--- src/rtl/lam_pkg.sv ---
package lam_pkg;

    typedef enum logic {
        ST_DOWN = 1'b0,
        ST_UP   = 1'b1
    } lam_state_t;

endpackage

--- src/rtl/lam_de_sync.sv ---
module lam_de_sync #(
    parameter int STAGES = 2
) (
    input  logic clk,
    input  logic rst_n,
    input  logic de_async,
    output logic edge_pulse
);
    logic [STAGES-1:0] chain_q;
    logic              last_q;

    generate
        if (STAGES == 1) begin : g_one
            always_ff @(posedge clk or negedge rst_n) begin
                if (!rst_n) chain_q <= '0;
                else        chain_q <= de_async;
            end
        end else begin : g_many
            always_ff @(posedge clk or negedge rst_n) begin
                if (!rst_n) chain_q <= '0;
                else        chain_q <= {chain_q[STAGES-2:0], de_async};
            end
        end
    endgenerate

    always_ff @(posedge clk or negedge rst_n) begin
        if (!rst_n) last_q <= 1'b0;
        else        last_q <= chain_q[STAGES-1];
    end

    // Either direction of transition is one edge
    assign edge_pulse = chain_q[STAGES-1] ^ last_q;

endmodule

--- src/rtl/lam_window_timer.sv ---
module lam_window_timer #(
    parameter int TIMER_W = 18
) (
    input  logic clk,
    input  logic rst_n,
    input  logic clear,
    output logic at_end
);
    localparam logic [TIMER_W-1:0] LAST = {TIMER_W{1'b1}};

    logic [TIMER_W-1:0] cnt_q;

    // Wraps from LAST to zero, so every window is 2^TIMER_W cycles long
    always_ff @(posedge clk or negedge rst_n) begin
        if (!rst_n)     cnt_q <= '0;
        else if (clear) cnt_q <= '0;
        else            cnt_q <= cnt_q + 1'b1;
    end

    assign at_end = (cnt_q == LAST);

endmodule

--- src/rtl/lam_edge_tally.sv ---
module lam_edge_tally #(
    parameter int TARGET = 8
) (
    input  logic clk,
    input  logic rst_n,
    input  logic clear,
    input  logic inc,
    output logic hit
);
    localparam int CW = $clog2(TARGET + 1);
    localparam logic [CW-1:0] PRE = CW'(TARGET - 1);

    logic [CW-1:0] tally_q;

    always_ff @(posedge clk or negedge rst_n) begin
        if (!rst_n)     tally_q <= '0;
        else if (clear) tally_q <= '0;
        else if (inc)   tally_q <= tally_q + 1'b1;
    end

    assign hit = inc && (tally_q == PRE);

endmodule

--- src/rtl/link_activity_monitor.sv ---
module link_activity_monitor
    import lam_pkg::*;
#(
    parameter int TIMER_W     = 18,
    parameter int EDGE_TARGET = 8,
    parameter int SYNC_STAGES = 2
) (
    input  logic osc_clk,
    input  logic osc_rst_n,
    input  logic de_in,
    output logic link_up
);
    lam_state_t state_q, state_d;
    logic edge_seen;
    logic win_end;
    logic tally_hit;
    logic timer_clr;
    logic tally_clr;

    lam_de_sync #(.STAGES(SYNC_STAGES)) u_sync (
        .clk        (osc_clk),
        .rst_n      (osc_rst_n),
        .de_async   (de_in),
        .edge_pulse (edge_seen)
    );

    lam_window_timer #(.TIMER_W(TIMER_W)) u_timer (
        .clk    (osc_clk),
        .rst_n  (osc_rst_n),
        .clear  (timer_clr),
        .at_end (win_end)
    );

    lam_edge_tally #(.TARGET(EDGE_TARGET)) u_tally (
        .clk   (osc_clk),
        .rst_n (osc_rst_n),
        .clear (tally_clr),
        .inc   (edge_seen && (state_q == ST_DOWN)),
        .hit   (tally_hit)
    );

    // Next state and counter control
    always_comb begin
        state_d   = state_q;
        timer_clr = 1'b0;
        tally_clr = 1'b0;
        unique case (state_q)
            ST_DOWN: begin
                if (tally_hit) begin            // GO_UP
                    state_d   = ST_UP;
                    timer_clr = 1'b1;
                    tally_clr = 1'b1;
                end else if (win_end) begin
                    tally_clr = 1'b1;           // window wraps to zero by itself
                end
            end
            ST_UP: begin
                tally_clr = 1'b1;
                if (edge_seen) begin
                    timer_clr = 1'b1;
                end else if (win_end) begin     // GO_DOWN
                    state_d = ST_DOWN;
                end
            end
            default: state_d = ST_DOWN;
        endcase
    end

    // State register
    always_ff @(posedge osc_clk or negedge osc_rst_n) begin
        if (!osc_rst_n) state_q <= ST_DOWN;
        else            state_q <= state_d;
    end

    // Outputs
    always_comb begin
        link_up = (state_q == ST_UP);
    end

endmodule

--- config.mk ---
export PLATFORM = sky130hd
export DESIGN_NAME = link_activity_monitor
export DESIGN_NICKNAME = d
export VERILOG_FILES = /design/src/rtl/lam_pkg.sv /design/src/rtl/lam_de_sync.sv /design/src/rtl/lam_window_timer.sv /design/src/rtl/lam_edge_tally.sv /design/src/rtl/link_activity_monitor.sv
export SDC_FILE = /design/constraint.sdc
export NUM_CORES = 1
export LEC_CHECK = 0
export BUFFER_PORTS_ARGS = -buffer_cell sky130_fd_sc_hd__buf_4
export CORE_MARGIN = 2
export CORE_UTILIZATION = 40
export DETAILED_ROUTE_END_ITERATION = 8
export PLACE_DENSITY = 0.55
export SYNTH_ARGS = -nofsm -noshare
export SYNTH_HDL_FRONTEND = slang
export SYNTH_HIERARCHICAL = 1
export SYNTH_SLANG_ARGS = --single-unit
--- constraint.sdc ---
create_clock -name osc_clk -period 2.6 [get_ports osc_clk]
set_clock_uncertainty 0.05 [all_clocks]
set_input_delay 0.52 -clock osc_clk [delete_from_list [all_inputs] [get_ports osc_clk]]
set_output_delay 0.52 -clock osc_clk [all_outputs]
set_load 0.03 [all_outputs]
# Word level (Yosys, flattened, before mapping)
# Cells that the tools add are included.
[op_classes]
addsub = 2
n_eq_ne = 2
mux = 12
bitwise_logic = 2
reduce_logical = 3
[ops]
columns = ["cell", "count"]
rows = [
  ["$add A18 B1 Y18 const B", 1],
  ["$eq A18 B18 Y1 const B", 1],
  ["$mux W18", 1],
  ["$mux W4", 2],
  ["$mux W1", 6],
  ["$pmux W1 S2", 3],
  ["$add A4 B1 Y4 const B", 1],
  ["$eq A4 B3 Y1 const B", 1],
  ["$logic_and A1 B1 Y1", 2],
  ["$reduce_bool A2 Y1", 1],
  ["$not A1 Y1", 1],
  ["$xor A1 B1 Y1", 1],
]
[totals]
reg_bits = 26
inputBits = 3
out_inout_bits = 1
word_cells = 26

# Longest topological paths before layout
[depth]
word_depth = 6
depth_mapped = 9
ltp_nobuf = 8

# Hierarchy
# Netlist, hierarchy kept.
[modules_own_cells]
columns = ["module", "instances", "cells_per_inst", "area_each_um2"]
rows = [
  ["lam_window_timer", 1, 89, 922.1],
  ["lam_edge_tally", 1, 18, 229.0],
  ["lam_de_sync", 1, 4, 83.8],
  ["link_activity_monitor", 1, 7, 60.1],
]

# Worst setup path before layout
# Ideal clock, no wire load.
[synth_timing]
kind = "reg-to-reg"
start = "register u_sync.last_q"
end = "register u_timer.cnt_q[10]"
setup_ps = 132
arrival_ps = 1839
required_ps = 2418
slack_ps = 579
stages_incl_launch_ff = 10
path_buffers = 3
cell_sequence = "dfrtp_1 xor2_1 inv_1 nor2_1 buf_6 and4b_1 mux2_2 buf_1 clkbuf_1 nor2_1"
[synth_between]
elab_chain_cells = 6
word_cells_on_any_way = 7
[synth_lines]
columns = ["item", "line_no", "rtl"]
rows = [
  ["start: declaration", "lam_de_sync.sv:10", "logic last_q;"],
  ["start signal: assignment", "lam_de_sync.sv:28", "else last_q <= chain_q[STAGES-1];"],
  ["$xor A1 B1 Y1", "lam_de_sync.sv:32", "assign edge_pulse = chain_q[STAGES-1] ^ last_q;"],
  ["net edge_seen", "link_activity_monitor.sv:14", "logic edge_seen;"],
  ["$logic_and A1 B1 Y1", "link_activity_monitor.sv:38", ".inc (edge_seen && (state_q == ST_DOWN)),"],
  ["$logic_and A1 B1 Y1", "lam_edge_tally.sv:21", "assign hit = inc && (tally_q == PRE);"],
  ["net tally_hit", "link_activity_monitor.sv:16", "logic tally_hit;"],
  ["$mux W1", "link_activity_monitor.sv:49", "if (tally_hit) begin"],
  ["$pmux W1 S2", "link_activity_monitor.sv:47", "unique case (state_q)"],
  ["net timer_clr", "link_activity_monitor.sv:17", "logic timer_clr;"],
  ["$mux W18", "lam_window_timer.sv:16", "else if (clear) cnt_q <= '0;"],
  ["end signal: assignment", "lam_window_timer.sv:17", "else cnt_q <= cnt_q + 1'b1;"],
  ["end: declaration", "lam_window_timer.sv:11", "logic [TIMER_W-1:0] cnt_q;"],
]
# The timed path passes the listed nets, and every way through them passes these cells.
# A chain may end at the register's enable or synchronous reset.

# Worst setup path in the final report
[layout_timing]
start = "register u_timer.cnt_q[0]"
end = "register u_tally.tally_q[3]"
[layout_between]
elab_chain_cells = 5
word_cells_on_any_way = 6
[layout_lines]
columns = ["item", "line_no", "rtl"]
rows = [
  ["$eq A18 B18 Y1 *", "lam_window_timer.sv:20", "assign at_end = (cnt_q == LAST);"],
  ["net win_end", "link_activity_monitor.sv:15", "logic win_end;"],
  ["$mux W1 *", "link_activity_monitor.sv:53", "end else if (win_end) begin"],
  ["$mux W1 *", "link_activity_monitor.sv:49", ""],
  ["$pmux W1 S2 *", "link_activity_monitor.sv:47", ""],
  ["net tally_clr", "link_activity_monitor.sv:18", "logic tally_clr;"],
  ["$mux W4 or $reduce_bool A2 Y1 (tied branches)", "n/a", ""],
  ["end signal: assignment", "lam_edge_tally.sv:18", "else if (inc) tally_q <= tally_q + 1'b1;"],
  ["end: declaration", "lam_edge_tally.sv:13", "logic [CW-1:0] tally_q;"],
]
# Mark *: on every way through the listed nets, which the timed path passes. The rest lies on a longest branch.

==> out/summary.txt <==
Cts bufs inserted: 3
Net Sw Frac: 0.319
Core ar.: 3080 µm²
Htree depth: 1
Post_cts resized: 0
RSZ-0062 raised after global routing: false
Pin count of the biggest net entering global routing: 27
Fin nets: 129
Synth-to-Final Area Change: 9.18%
Hold WC Path Type: in2async
CTS Root Cell: clkbuf_4
Wire length of the first global-routing pass: 3.65 mm
Chip height: 60.9 µm
Vias in the first global route: 821
Setup TNS: 0 ns
WP data required: 2.78 ns
Max-cap violation count: 0
Row count: 20
Clock insertion delay at the later pin of the skew report: 0.32 ns
GR met2 Demand/Resource: 0.209
Fill cell count: 294
Cells after Synth: 118
WL/cell: 12.2 µm
Initial antenna violation count: 0
Hold-fix buffers, CTS: 0
Most frequent cells in the layout: 26 x dfrtp_1, 20 x nor2_1, 6 x xnor2_1, 6 x a21oi_1, 6 x nand2_1
Sw power: 349 µW
N_diodes: 0
Worst-case clock buffer depth: 2
Starting Density: 0.421
Share of cells above drive strength 1: 0.171
Residual DRC: 0
DRT Wirelength: 2.04 mm
Combinational share of power: 0.244
Clk pwr share: 0.251
Area of the mapped netlist: 1290 µm²
Worst Tran Pin Value: 0.408 ns
Synth cell types: 39
CTS tree: built
Seq/Total Area, Yosys: 0.502
Final instance area: 1410 µm²
Total grt overflow: 0
Post-Place Cells: 163
Sequential share of power: 0.506
Min Hold Slack: 0.0279 ns
Pwr Total: 1090 µW
Most common cell after layout, fill and taps aside: dfrtp_1
Critical Path Start Type: flop
Critical path class: reg2reg
DP Area: 1360 µm²
Clk pin slew, worst setup/hold paths: 0.15 ns
Chip Width: 60.9 µm
Fin crit share: 0.827
Synth warnings: 6
Routed Antenna Nets: 0
PortBufs: 3
Initial DRC Count: 37
Worst path arrival time: 2.33 ns
Die area: 3710 µm²
Internal power: 745 µW
Leakage power: 0.000656 µW
GR Util All Layers: 0.133
Post-Layout Cell Count: 167
Placed wire-length estimate: 1.40 mm
Gpl congestion: 0.748
M3 GR Usage: 0.0192
Max-slew violation count: 0
1st-pass router iterations: 4
Post-CTS setup repair buffer count: 0
Min Tclk post-route: 2.15 ns
Synthesized flop and latch total: 26
Max-slew headroom at the worst pin: 0.728
Sink Count: 26
Syn Nets: 123
Final Hold Vio Count: 0
Via count: 814
VDD IR-drop max: 0.342 mV
DR vias/cell: 4.87
I/O pin cnt: 4
PD cells: 774 nW/µm²
GRT met1 Usage: 0.184
Critical Path End Type: flop
Final setup vio count: 0
Achievable Freq: 465 MHz
Synthesized area per cell: 11.0 µm²
CP Max Fanout: 6
Status: completed
Busiest layer in global routing: met2
==> routing by layer <==
layer | vias up | share of wire | wire (µm)
met5 | - | 0 | 0
met1 | 390 | 0.52 | 1060
met4 | 0 | 0.0074 | 15
met2 | 2 | 0.46 | 931
li1 | 420 | - | -
met3 | 2 | 0.016 | 33
==> sequential cells by signal, summed over array words and instances, names as in the netlist <==
name	cells
u_timer/cnt_q	18
u_sync/last_q	1
u_tally/tally_q	4
link_up	1
u_sync/chain_q	2
==> critical path, stage by stage (launching register included) <==
cell and delay (ns):
dfrtp_1 0.41, ha_1 0.21, nand3_1 0.15, nor4_4 0.43, and4_2 0.29, or3_1 0.19
nor2_1 0.07, mux2_4 0.26
==> synthesized netlist by cell type <==
master	count	share of area
and3_2	1	0.0058
a31o_1	1	0.0068
mux2_1	1	0.0087
nand3b_1	1	0.0058
a21bo_1	1	0.0077
xor2_1	5	0.034
clkbuf_1	1	0.0029
nor2b_1	3	0.014
nor4_1	1	0.0048
nand4_4	1	0.016
and2_1	2	0.0097
mux2_2	1	0.0087
nand4_2	1	0.0097
or3_1	3	0.014
a21oi_1	6	0.023
nor4_4	2	0.033
inv_1	2	0.0058
buf_6	1	0.0087
and3_1	2	0.0097
nand2b_1	3	0.014
nand4_1	1	0.0048
a311oi_1	1	0.0068
xnor2_1	6	0.041
buf_1	1	0.0029
nor2_1	20	0.058
a31oi_1	1	0.0048
mux2i_1	1	0.0077
a31o_2	2	0.014
nand3_2	3	0.023
a41o_1	1	0.0077
ha_1	2	0.019
and4_2	1	0.0077
dfrtp_1	26	0.50
o21ai_0	2	0.0077
nand3_1	1	0.0039
and4b_1	1	0.0077
nor3_1	2	0.0077
nand2_1	6	0.017
mux2_4	1	0.012
==> logic make-up (layout without fill, tap and decap cells) <==
| group | count (synthesis) | count (layout) | synth area share |
|---|---|---|---|
| simple gates | 55 | 55 | 0.269 |
| flops | 26 | 26 | 0.502 |
| compound gates | 15 | 15 | 0.0783 |
| xor+xnor | 11 | 11 | 0.0744 |
| buf+inv | 5 | 10 | 0.0203 |
| mux | 4 | 4 | 0.0367 |
| fa+ha+maj | 2 | 2 | 0.0193 |
==> power by group through the flow <==
stage	sequential (µW)	clock (µW)	combinational (µW)
floorplan	562	0	206
global placement	556	0	269
detailed placement	562	0	272
CTS	553	287	273
global route	570	306	303
finish	553	274	267
==> per-stage QoR <==
step                 util  setup slack [ns]
floorplan               -             0.579
CTS                 0.459             0.428
detailed placement  0.442             0.432
global placement    0.442             0.517
finish              0.459             0.451
global route        0.459             0.310
==> final cells by class <==
cell class                      count  area [µm²]  share of cell area
Tap cell                           44        55.1              0.0389
Timing Repair Buffer                4        30.0              0.0212
Sequential cell                    26         651               0.460
Clock buffer                        3        22.5              0.0159
Inverter                            2        7.51             0.00531
Clock inverter                      1        30.0              0.0212
Multi-Input combinational cell     87         618               0.437
==> final timing paths <==
kind	end	from	cells past startpoint	slack, ns
worst max-delay path	u_tally/tally_q[3]$_DFFE_PN0P_	u_timer/cnt_q[0]$_DFF_PN0_	7	0.45
worst min-delay path	u_tally/tally_q[1]$_DFFE_PN0P_	osc_rst_n	1	0.03
worst max register to register	u_tally/tally_q[3]$_DFFE_PN0P_	u_timer/cnt_q[0]$_DFF_PN0_	7	0.45
worst min register to register	u_sync/chain_q[1]$_DFF_PN0_	u_sync/chain_q[0]$_DFF_PN0_	0	0.32
max in group asynchronous	u_timer/cnt_q[1]$_DFF_PN0_	osc_rst_n	1	2.21
min in group osc_clk	u_sync/chain_q[0]$_DFF_PN0_	de_in	1	0.24
Power figures use the tool's default switching activity.
